==> src/rtl/mdio_slv_pkg.sv <==
package mdio_slv_pkg;

   // Register word width of the management frame
   localparam int DAT_W = 16;

   // Operation codes as they appear on the line (first bit in [1])
   localparam logic [1:0] OP_RD = 2'b10;
   localparam logic [1:0] OP_WR = 2'b01;

   // Control word layout
   localparam int C_RST  = 15;
   localparam int C_LPBK = 14;
   localparam int C_SPD  = 13;
   localparam int C_PWD  = 11;
   localparam int C_ISO  = 10;
   localparam int C_FDX  = 8;
   localparam int C_COLT = 7;

   // Status word layout
   localparam int S_FDX_ABLE = 14;
   localparam int S_HDX_ABLE = 13;
   localparam int S_LINK     = 2;

   // Writable control bits and the constant part of the control word
   localparam logic [DAT_W-1:0] CTRL_WMASK =
      (DAT_W'(1) << C_LPBK) | (DAT_W'(1) << C_PWD) | (DAT_W'(1) << C_ISO) |
      (DAT_W'(1) << C_FDX)  | (DAT_W'(1) << C_COLT);
   localparam logic [DAT_W-1:0] CTRL_FIXED = DAT_W'(1) << C_SPD;
   localparam logic [DAT_W-1:0] STAT_FIXED =
      (DAT_W'(1) << S_FDX_ABLE) | (DAT_W'(1) << S_HDX_ABLE);

   typedef enum logic [2:0] {
      FS_HUNT,
      FS_ST1,
      FS_OP,
      FS_PHY,
      FS_REG,
      FS_TA,
      FS_DATA
   } frame_st_t;

endpackage

==> src/rtl/mdio_frame_engine.sv <==
module mdio_frame_engine
   import mdio_slv_pkg::*;
#(
   parameter int PRE_LEN = 32,
   parameter int ADR_W   = 5
) (
   input  logic             clk,
   input  logic             rst,
   input  logic [ADR_W-1:0] phy_addr,
   input  logic             mdio_in,
   input  logic [DAT_W-1:0] rd_data,
   output logic             mdio_out,
   output logic             mdio_oe,
   output logic             sel_n,
   output logic [ADR_W-1:0] reg_addr,
   output logic             rd_stb,
   output logic             wr_stb,
   output logic [DAT_W-1:0] wr_data
);

   localparam int PW = $clog2(PRE_LEN + 1);
   localparam int CW = $clog2(DAT_W);
   localparam logic [PW-1:0] PRE_FULL = PW'(PRE_LEN);
   localparam logic [CW-1:0] ADR_LAST = CW'(ADR_W - 1);
   localparam logic [CW-1:0] DAT_LAST = CW'(DAT_W - 1);

   generate
      if (PRE_LEN < 1) begin : g_bad_pre
         $error("PRE_LEN must be at least 1");
      end
      if (ADR_W < 2 || ADR_W > DAT_W) begin : g_bad_adr
         $error("ADR_W must lie between 2 and the data width");
      end
   endgenerate

   frame_st_t        st;
   logic [PW-1:0]    pre_cnt;
   logic [CW-1:0]    cnt;
   logic [DAT_W-1:0] sh;
   logic [DAT_W-1:0] sh_next;
   logic [DAT_W-1:0] rd_sh;
   logic             is_rd;
   logic             match;

   assign sh_next = {sh[DAT_W-2:0], mdio_in};

   always_ff @(posedge clk) begin
      if (rst) begin
         st       <= FS_HUNT;
         pre_cnt  <= '0;
         cnt      <= '0;
         sh       <= '0;
         rd_sh    <= '0;
         is_rd    <= 1'b0;
         match    <= 1'b0;
         reg_addr <= '0;
         mdio_oe  <= 1'b0;
         mdio_out <= 1'b0;
      end else begin
         unique case (st)
            FS_HUNT: begin
               if (mdio_in) begin
                  if (pre_cnt != PRE_FULL) pre_cnt <= pre_cnt + 1'b1;
               end else if (pre_cnt == PRE_FULL) begin
                  st <= FS_ST1;
               end else begin
                  pre_cnt <= '0;
               end
            end
            FS_ST1: begin
               pre_cnt <= '0;
               cnt     <= '0;
               st      <= mdio_in ? FS_OP : FS_HUNT;
            end
            FS_OP: begin
               sh <= sh_next;
               if (cnt == CW'(1)) begin
                  cnt <= '0;
                  if (sh_next[1:0] == OP_RD) begin
                     is_rd <= 1'b1;
                     st    <= FS_PHY;
                  end else if (sh_next[1:0] == OP_WR) begin
                     is_rd <= 1'b0;
                     st    <= FS_PHY;
                  end else begin
                     st <= FS_HUNT;
                  end
               end else begin
                  cnt <= cnt + 1'b1;
               end
            end
            FS_PHY: begin
               sh <= sh_next;
               if (cnt == ADR_LAST) begin
                  cnt   <= '0;
                  match <= (sh_next[ADR_W-1:0] == phy_addr);
                  st    <= FS_REG;
               end else begin
                  cnt <= cnt + 1'b1;
               end
            end
            FS_REG: begin
               sh <= sh_next;
               if (cnt == ADR_LAST) begin
                  cnt      <= '0;
                  reg_addr <= sh_next[ADR_W-1:0];
                  st       <= FS_TA;
               end else begin
                  cnt <= cnt + 1'b1;
               end
            end
            FS_TA: begin
               if (cnt == '0) begin
                  cnt <= CW'(1);
                  if (match && is_rd) begin
                     mdio_oe  <= 1'b1;
                     mdio_out <= 1'b0;
                     rd_sh    <= rd_data;
                  end
               end else begin
                  cnt <= '0;
                  st  <= FS_DATA;
                  if (mdio_oe) begin
                     mdio_out <= rd_sh[DAT_W-1];
                     rd_sh    <= {rd_sh[DAT_W-2:0], 1'b0};
                  end
               end
            end
            FS_DATA: begin
               sh <= sh_next;
               if (mdio_oe) begin
                  mdio_out <= rd_sh[DAT_W-1];
                  rd_sh    <= {rd_sh[DAT_W-2:0], 1'b0};
               end
               if (cnt == DAT_LAST) begin
                  cnt      <= '0;
                  mdio_oe  <= 1'b0;
                  mdio_out <= 1'b0;
                  match    <= 1'b0;
                  pre_cnt  <= '0;
                  st       <= FS_HUNT;
               end else begin
                  cnt <= cnt + 1'b1;
               end
            end
            default: st <= FS_HUNT;
         endcase
      end
   end

   assign sel_n   = !match;
   assign rd_stb  = (st == FS_TA) && (cnt == '0) && match && is_rd;
   assign wr_stb  = (st == FS_DATA) && (cnt == DAT_LAST) && match && !is_rd;
   assign wr_data = sh_next;

   // the first driven turnaround bit is a zero
   p_ta_zero_r3: assert property (@(posedge clk) disable iff (rst)
      $rose(mdio_oe) |-> !mdio_out);

   // the line is released right after the last data bit
   p_release_r3: assert property (@(posedge clk) disable iff (rst)
      (st == FS_DATA && cnt == DAT_LAST) |=> !mdio_oe);

   // the slave only drives inside a frame that matched its address
   p_drive_sel_r4: assert property (@(posedge clk) disable iff (rst)
      mdio_oe |-> !sel_n);

   // a frame can only begin from a full preamble
   p_pre_full_r1: assert property (@(posedge clk) disable iff (rst)
      (st == FS_HUNT && !mdio_in && pre_cnt != PRE_FULL) |=> (st == FS_HUNT));

endmodule

==> src/rtl/mdio_ctrl_reg.sv <==
module mdio_ctrl_reg
   import mdio_slv_pkg::*;
#(
   parameter int RST_HOLD = 4
) (
   input  logic             clk,
   input  logic             rst,
   input  logic             strap_local,
   input  logic             wr_stb,
   input  logic [DAT_W-1:0] wr_data,
   output logic [DAT_W-1:0] value,
   output logic             ctl_reset,
   output logic             ctl_loopback,
   output logic             ctl_pwrdn,
   output logic             ctl_isolate,
   output logic             ctl_fdx,
   output logic             ctl_coltest
);

   localparam int HW = $clog2(RST_HOLD + 1);

   generate
      if (RST_HOLD < 1) begin : g_bad_hold
         $error("RST_HOLD must be at least 1");
      end
   endgenerate

   logic [HW-1:0]    hold_cnt;
   logic [DAT_W-1:0] ctrl_q;
   logic [DAT_W-1:0] dflt;

   assign dflt = CTRL_FIXED | (DAT_W'(!strap_local) << C_ISO);

   always_ff @(posedge clk) begin
      if (rst) begin
         hold_cnt <= '0;
         ctrl_q   <= dflt;
      end else if (hold_cnt != '0) begin
         hold_cnt <= hold_cnt - 1'b1;
      end else if (wr_stb) begin
         if (wr_data[C_RST]) begin
            hold_cnt <= HW'(RST_HOLD);
            ctrl_q   <= dflt;
         end else begin
            ctrl_q <= (wr_data & CTRL_WMASK) | CTRL_FIXED;
         end
      end
   end

   assign ctl_reset    = (hold_cnt != '0);
   assign value        = ctrl_q | (DAT_W'(ctl_reset) << C_RST);
   assign ctl_loopback = ctrl_q[C_LPBK];
   assign ctl_pwrdn    = ctrl_q[C_PWD];
   assign ctl_isolate  = ctrl_q[C_ISO];
   assign ctl_fdx      = ctrl_q[C_FDX];
   assign ctl_coltest  = ctrl_q[C_COLT];

   // while the reset bit is in effect every writable bit sits at its default
   p_rst_dflt_r6: assert property (@(posedge clk) disable iff (rst)
      ctl_reset |-> !ctl_loopback && !ctl_pwrdn && !ctl_fdx && !ctl_coltest);

   // a reset request raises the reset output on the next cycle
   p_rst_start_r6: assert property (@(posedge clk) disable iff (rst)
      (wr_stb && wr_data[C_RST] && !ctl_reset) |=> ctl_reset);

   // the speed bit never leaves 1
   p_speed_r5: assert property (@(posedge clk) disable iff (rst)
      1'b1 |=> value[C_SPD]);

endmodule

==> src/rtl/mdio_stat_reg.sv <==
module mdio_stat_reg
   import mdio_slv_pkg::*;
(
   input  logic             clk,
   input  logic             rst,
   input  logic             link_ok,
   input  logic             rd_stb,
   output logic [DAT_W-1:0] value
);

   logic link_lat;

   always_ff @(posedge clk) begin
      if (rst)         link_lat <= 1'b0;
      else if (rd_stb) link_lat <= link_ok;
      else             link_lat <= link_lat & link_ok;
   end

   assign value = STAT_FIXED | (DAT_W'(link_lat) << S_LINK);

   // a link loss always clears the latch
   p_link_drop_r9: assert property (@(posedge clk) disable iff (rst)
      !link_ok |=> !link_lat);

   // a cleared latch stays cleared until a status read
   p_link_hold_r9: assert property (@(posedge clk) disable iff (rst)
      (!link_lat && !rd_stb) |=> !link_lat);

endmodule

==> src/rtl/mdio_mgmt_slave.sv <==
module mdio_mgmt_slave
   import mdio_slv_pkg::*;
#(
   parameter int PRE_LEN  = 32,
   parameter int ADR_W    = 5,
   parameter int RST_HOLD = 4
) (
   input  logic             mdc,
   input  logic             rst,
   input  logic [ADR_W-1:0] phy_addr,
   input  logic             strap_local,
   input  logic             link_ok,
   input  logic             mdio_in,
   output logic             mdio_out,
   output logic             mdio_oe,
   output logic             sel_n,
   output logic             loop_n,
   output logic             ctl_reset,
   output logic             ctl_loopback,
   output logic             ctl_pwrdn,
   output logic             ctl_isolate,
   output logic             ctl_fdx,
   output logic             ctl_coltest
);

   localparam logic [ADR_W-1:0] A_CTRL = ADR_W'(0);
   localparam logic [ADR_W-1:0] A_STAT = ADR_W'(1);

   logic [ADR_W-1:0] reg_addr;
   logic             rd_stb;
   logic             wr_stb;
   logic [DAT_W-1:0] wr_data;
   logic [DAT_W-1:0] rd_data;
   logic [DAT_W-1:0] ctrl_val;
   logic [DAT_W-1:0] stat_val;
   logic             ctrl_wr;
   logic             stat_rd;

   mdio_frame_engine #(
      .PRE_LEN (PRE_LEN),
      .ADR_W   (ADR_W)
   ) u_engine (
      .clk      (mdc),
      .rst      (rst),
      .phy_addr (phy_addr),
      .mdio_in  (mdio_in),
      .rd_data  (rd_data),
      .mdio_out (mdio_out),
      .mdio_oe  (mdio_oe),
      .sel_n    (sel_n),
      .reg_addr (reg_addr),
      .rd_stb   (rd_stb),
      .wr_stb   (wr_stb),
      .wr_data  (wr_data)
   );

   assign ctrl_wr = wr_stb && (reg_addr == A_CTRL);
   assign stat_rd = rd_stb && (reg_addr == A_STAT);

   mdio_ctrl_reg #(
      .RST_HOLD (RST_HOLD)
   ) u_ctrl (
      .clk          (mdc),
      .rst          (rst),
      .strap_local  (strap_local),
      .wr_stb       (ctrl_wr),
      .wr_data      (wr_data),
      .value        (ctrl_val),
      .ctl_reset    (ctl_reset),
      .ctl_loopback (ctl_loopback),
      .ctl_pwrdn    (ctl_pwrdn),
      .ctl_isolate  (ctl_isolate),
      .ctl_fdx      (ctl_fdx),
      .ctl_coltest  (ctl_coltest)
   );

   mdio_stat_reg u_stat (
      .clk     (mdc),
      .rst     (rst),
      .link_ok (link_ok),
      .rd_stb  (stat_rd),
      .value   (stat_val)
   );

   always_comb begin
      unique case (reg_addr)
         A_CTRL:  rd_data = ctrl_val;
         A_STAT:  rd_data = stat_val;
         default: rd_data = '0;
      endcase
   end

   assign loop_n = !ctl_loopback;

   // the loopback pin is low exactly while loopback is set
   p_loop_pin_r5: assert property (@(posedge mdc) disable iff (rst)
      $rose(ctl_loopback) |-> !loop_n);

   // reset leaves the line undriven and deselected
   p_rst_idle_r11: assert property (@(posedge mdc)
      rst |=> !mdio_oe && sel_n && !ctl_reset);

endmodule

==> config.mk <==
export PLATFORM = sky130hd
export DESIGN_NAME = mdio_mgmt_slave
export DESIGN_NICKNAME = d
export VERILOG_FILES = /design/src/rtl/mdio_slv_pkg.sv /design/src/rtl/mdio_frame_engine.sv /design/src/rtl/mdio_ctrl_reg.sv /design/src/rtl/mdio_stat_reg.sv /design/src/rtl/mdio_mgmt_slave.sv
export SDC_FILE = /design/constraint.sdc
export NUM_CORES = 1
export LEC_CHECK = 0
export ABC_AREA = 1
export BUFFER_PORTS_ARGS = -buffer_cell sky130_fd_sc_hd__buf_2
export CORE_MARGIN = 2
export CORE_UTILIZATION = 30
export CTS_CLUSTER_SIZE = 8
export DETAILED_ROUTE_END_ITERATION = 10
export MAX_ROUTING_LAYER = met4
export PLACE_DENSITY = 0.45
export SLEW_MARGIN = 20
export SYNTH_ARGS = -nofsm -noshare
export SYNTH_HDL_FRONTEND = slang
export SYNTH_SLANG_ARGS = --single-unit
==> constraint.sdc <==
create_clock -name mdc -period 2.5 [get_ports mdc]
set_input_delay 0 -clock mdc [delete_from_list [all_inputs] [get_ports mdc]]
set_output_delay 0 -clock mdc [all_outputs]
set_load 0.01 [all_outputs]
==> impl_metrics.tcl <==
set metrics [dict create \
    run_status "finished, final reports clean" \
    n_antenna_cell 0 \
    period_needed_ns 1.86 \
    crit_type "flip-flop to flip-flop" \
    drive_gt1_frac 0.119 \
    setup_viol 0 \
    cts_root_buffer "clkbuf_8" \
    grt_pass1_vias 2631 \
    cts_sinks 62 \
    clock_latency_ns 0.35 \
    critPathSlowestCell "nor2_1" \
    start_util 0.305 \
    cts_buffer_depth 2 \
    areaGrowthSynthToFinish_pct 15.0 \
    grt_usage 0.142 \
    finalCritPeriodShare 0.745 \
    fmax_ghz 0.537 \
    worstMarginPinSlew_ns 0.565 \
    min_from "strap_local" \
    placed_cells 599 \
    drv_slew 0 \
    place.gp.congestion 0.811 \
    ff2ff_path_depth 10 \
    synth_top_area_cell "dfxtp_1" \
    crit_path_end_kind "flip-flop" \
    yosysUniqueCellTypes 32 \
    ys_top_cells_by_area "dfxtp_1 (40%), nand2_1 (12%), nor2_1 (9.6%)" \
    clk_pin_slew_ns 0.08 \
    vdd_drop_max_uv 283 \
    path_buf_inv 1 \
    crit_cells 10 \
    r2r_end "u_engine.rd_sh[14]" \
    p_leak_nw 1.60 \
    die_x_um 105 \
    drc 0 \
    drt_wl_total_um 7310 \
    rsz0062_at_grt "no" \
    avgSynthCellArea_um2 6.82 \
    yosysSeqAreaShare 0.405 \
    r2r_slack_ns 0.64 \
    hold_viol 0 \
    place_area_mm2 0.00331 \
    port_buffers 19 \
    yosys_warnings 0 \
    crit_family "simple AND/OR/NAND/NOR gates" \
    row_count 37 \
    design.core.area_mm2 0.0101 \
    dieArea_mm2 0.0111 \
    whs_ns 0.0660 \
    fin_worst_skew_ns 0.0112 \
    cpPeakStageDelay_ns 0.48 \
    startpoint_type "flip-flop" \
    die_y_um 105 \
    syn_inst 453 \
    final_area_mm2 0.00355 \
    max_cap_violations 0 \
    crit_start "u_engine.cnt[0]" \
    endpoint "u_engine.rd_sh[14]" \
    cts_tree "yes" \
    syn_nets 469 \
    cp.arrival_ns 2.15 \
    slew_headroom 0.622 \
    dpl.hpwl_um 5160 \
    cpMostUsedCell "nand2_1" \
    yosysTopAreaCellShare 0.395 \
    path_cells "inv_1 > ha_1 > nand3_1 > nor2_1 > nor2_1 > nand2_1 > nand2_1 > nand2_1 > nand2_1 > nor2_1" \
    grt_max_degree 30 \
    power_density_mw_per_mm2 799 \
    r2r_start "u_engine.cnt[0]" \
    critPathRequiredTime_ns 2.79 \
    antenna_found_initial 0 \
    final_cell_count_no_fill 616 \
    vias 2780 \
    pin_count 20 \
    fillers 1127 \
    grt_pass1_wl_um 12400 \
    dr.pass1.iters 4 \
    hp-class "primary input to flip-flop" \
    first_iter_violations 101 \
    grt_remaining_overflow 0 \
    fin_nets 491 \
    syn_area_mm2 0.00309 \
    cts_made_buffers 9 \
    routedWlPerCell_um 11.9 \
    crit_fanout 8 \
    cts_max_level 3 \
    ys_ff_latch 62 \
    post-route-util 0.350 \
    setup_tns_ns 0 \
    final_antenna_net_count 0 \
    vias_per_cell 4.51 \
]
==> registers in the layout (all words and copies together), names as in the netlist, 3 cells and up <==
signal / count
u_engine.reg_addr: 5
u_ctrl.hold_cnt: 3
u_engine.st: 3
u_engine.pre_cnt: 6
u_engine.sh: 15
u_engine.cnt: 4
u_engine.rd_sh: 16
u_ctrl.ctrl_q: 5
==> routing by layer <==
layer  wire [um]  vias to the layer above  share of wire  track usage
met5           0                        -              0            -
met4         156                        0          0.021       0.0619
met3         193                       13          0.026       0.0247
met2        3230                       36           0.44        0.218
met1        3730                     1238           0.51        0.183
li1            -                     1493              -            -
==> cell families (layout without fill, tap and decap cells) <==
| family | after synthesis | in the layout | share of synthesized area |
|---|---|---|---|
| xor+xnor | 6 | 6 | 0.0170 |
| simple gates | 254 | 254 | 0.364 |
| compound gates | 63 | 63 | 0.107 |
| flops | 62 | 62 | 0.405 |
| buf+inv | 62 | 89 | 0.0827 |
| fa+ha+maj | 6 | 6 | 0.0243 |
==> cell type report <==
type | count | area, um^2 | share of cell area
clock buffers | 10 | 138 | 0.0388
clock inverters | 6 | 93.8 | 0.0264
well taps | 136 | 170 | 0.0479
multi-input cells | 329 | 1580 | 0.446
repair buffers | 23 | 128 | 0.0360
inverters | 50 | 188 | 0.0529
flip-flops and latches | 62 | 1250 | 0.352
==> report_power, final <==
group / internal (W) / switching (W)
registers: 0.00110 / 0.000101
logic: 0.000203 / 0.000398
clock network: 0.000595 / 0.000444
==> cell usage after synthesis <==
library cell / count
ha_1: 6
nor3b_1: 6
nand3_2: 1
or2_2: 4
a21oi_1: 31
edfxtp_1: 1
xor2_1: 6
o21bai_1: 1
nor2_4: 2
nand3_1: 41
or2_0: 1
inv_2: 3
nand4_1: 6
nor3_1: 3
nand2_1: 102
dfxtp_1: 61
o31ai_1: 1
buf_2: 3
clkbuf_1: 6
o21ai_0: 28
nand2_2: 4
nand3_4: 1
nor3_4: 1
buf_6: 2
buf_4: 1
o211ai_2: 1
nor2_1: 79
or2_1: 1
nor2_2: 2
clkinv_1: 1
o211ai_1: 1
inv_1: 46
==> worst min path at each step <==
stage                   endpoint  slack [ns]  cells past startpoint
2_1_floorplan    u_stat.link_lat        0.13                      2
3_5_place_dp     u_stat.link_lat        0.24                      3
6_report       u_ctrl.ctrl_q[10]        0.07                      4
3_3_place_gp     u_stat.link_lat        0.25                      3
5_1_grt        u_ctrl.ctrl_q[10]         0.1                      4
4_1_cts        u_ctrl.ctrl_q[10]        0.07                      4
==> per-stage QoR <==
step | total power (W) | setup slack (ns)
2_1_floorplan | 0.00168 | 1.06
6_report | 0.00284 | 0.638
3_3_place_gp | 0.00182 | 0.660
4_1_cts | 0.00287 | 0.615
3_5_place_dp | 0.00182 | 0.669
5_1_grt | 0.00301 | 0.409
==> layout by cell type, fill, tap and decap left out, types with 3 or more instances in the layout <==
cell type / count
nor3_1: 3
a21oi_1: 31
clkbuf_8: 10
buf_2: 19
buf_4: 3
or2_2: 4
xor2_1: 6
dfxtp_1: 61
nor2_1: 79
nand4_1: 6
nand2_2: 4
nand3_1: 41
inv_1: 46
nand2_1: 102
nor3b_1: 6
o21ai_0: 28
inv_2: 3
ha_1: 6
==> tightest hold or removal path, delay by kind of cell <==
family / cells / cell delay [ns]
compound gates: 2 / 0.14
buf+inv: 1 / 0.07
simple gates: 1 / 0.04
==> what timing repair did <==
item	4_1_cts	5_1_grt
resized for setup	0	0
buffers inserted	0	0
endpoints found under the hold margin	1	0
hold buffers	1	0
Power figures use the tool's default switching activity.
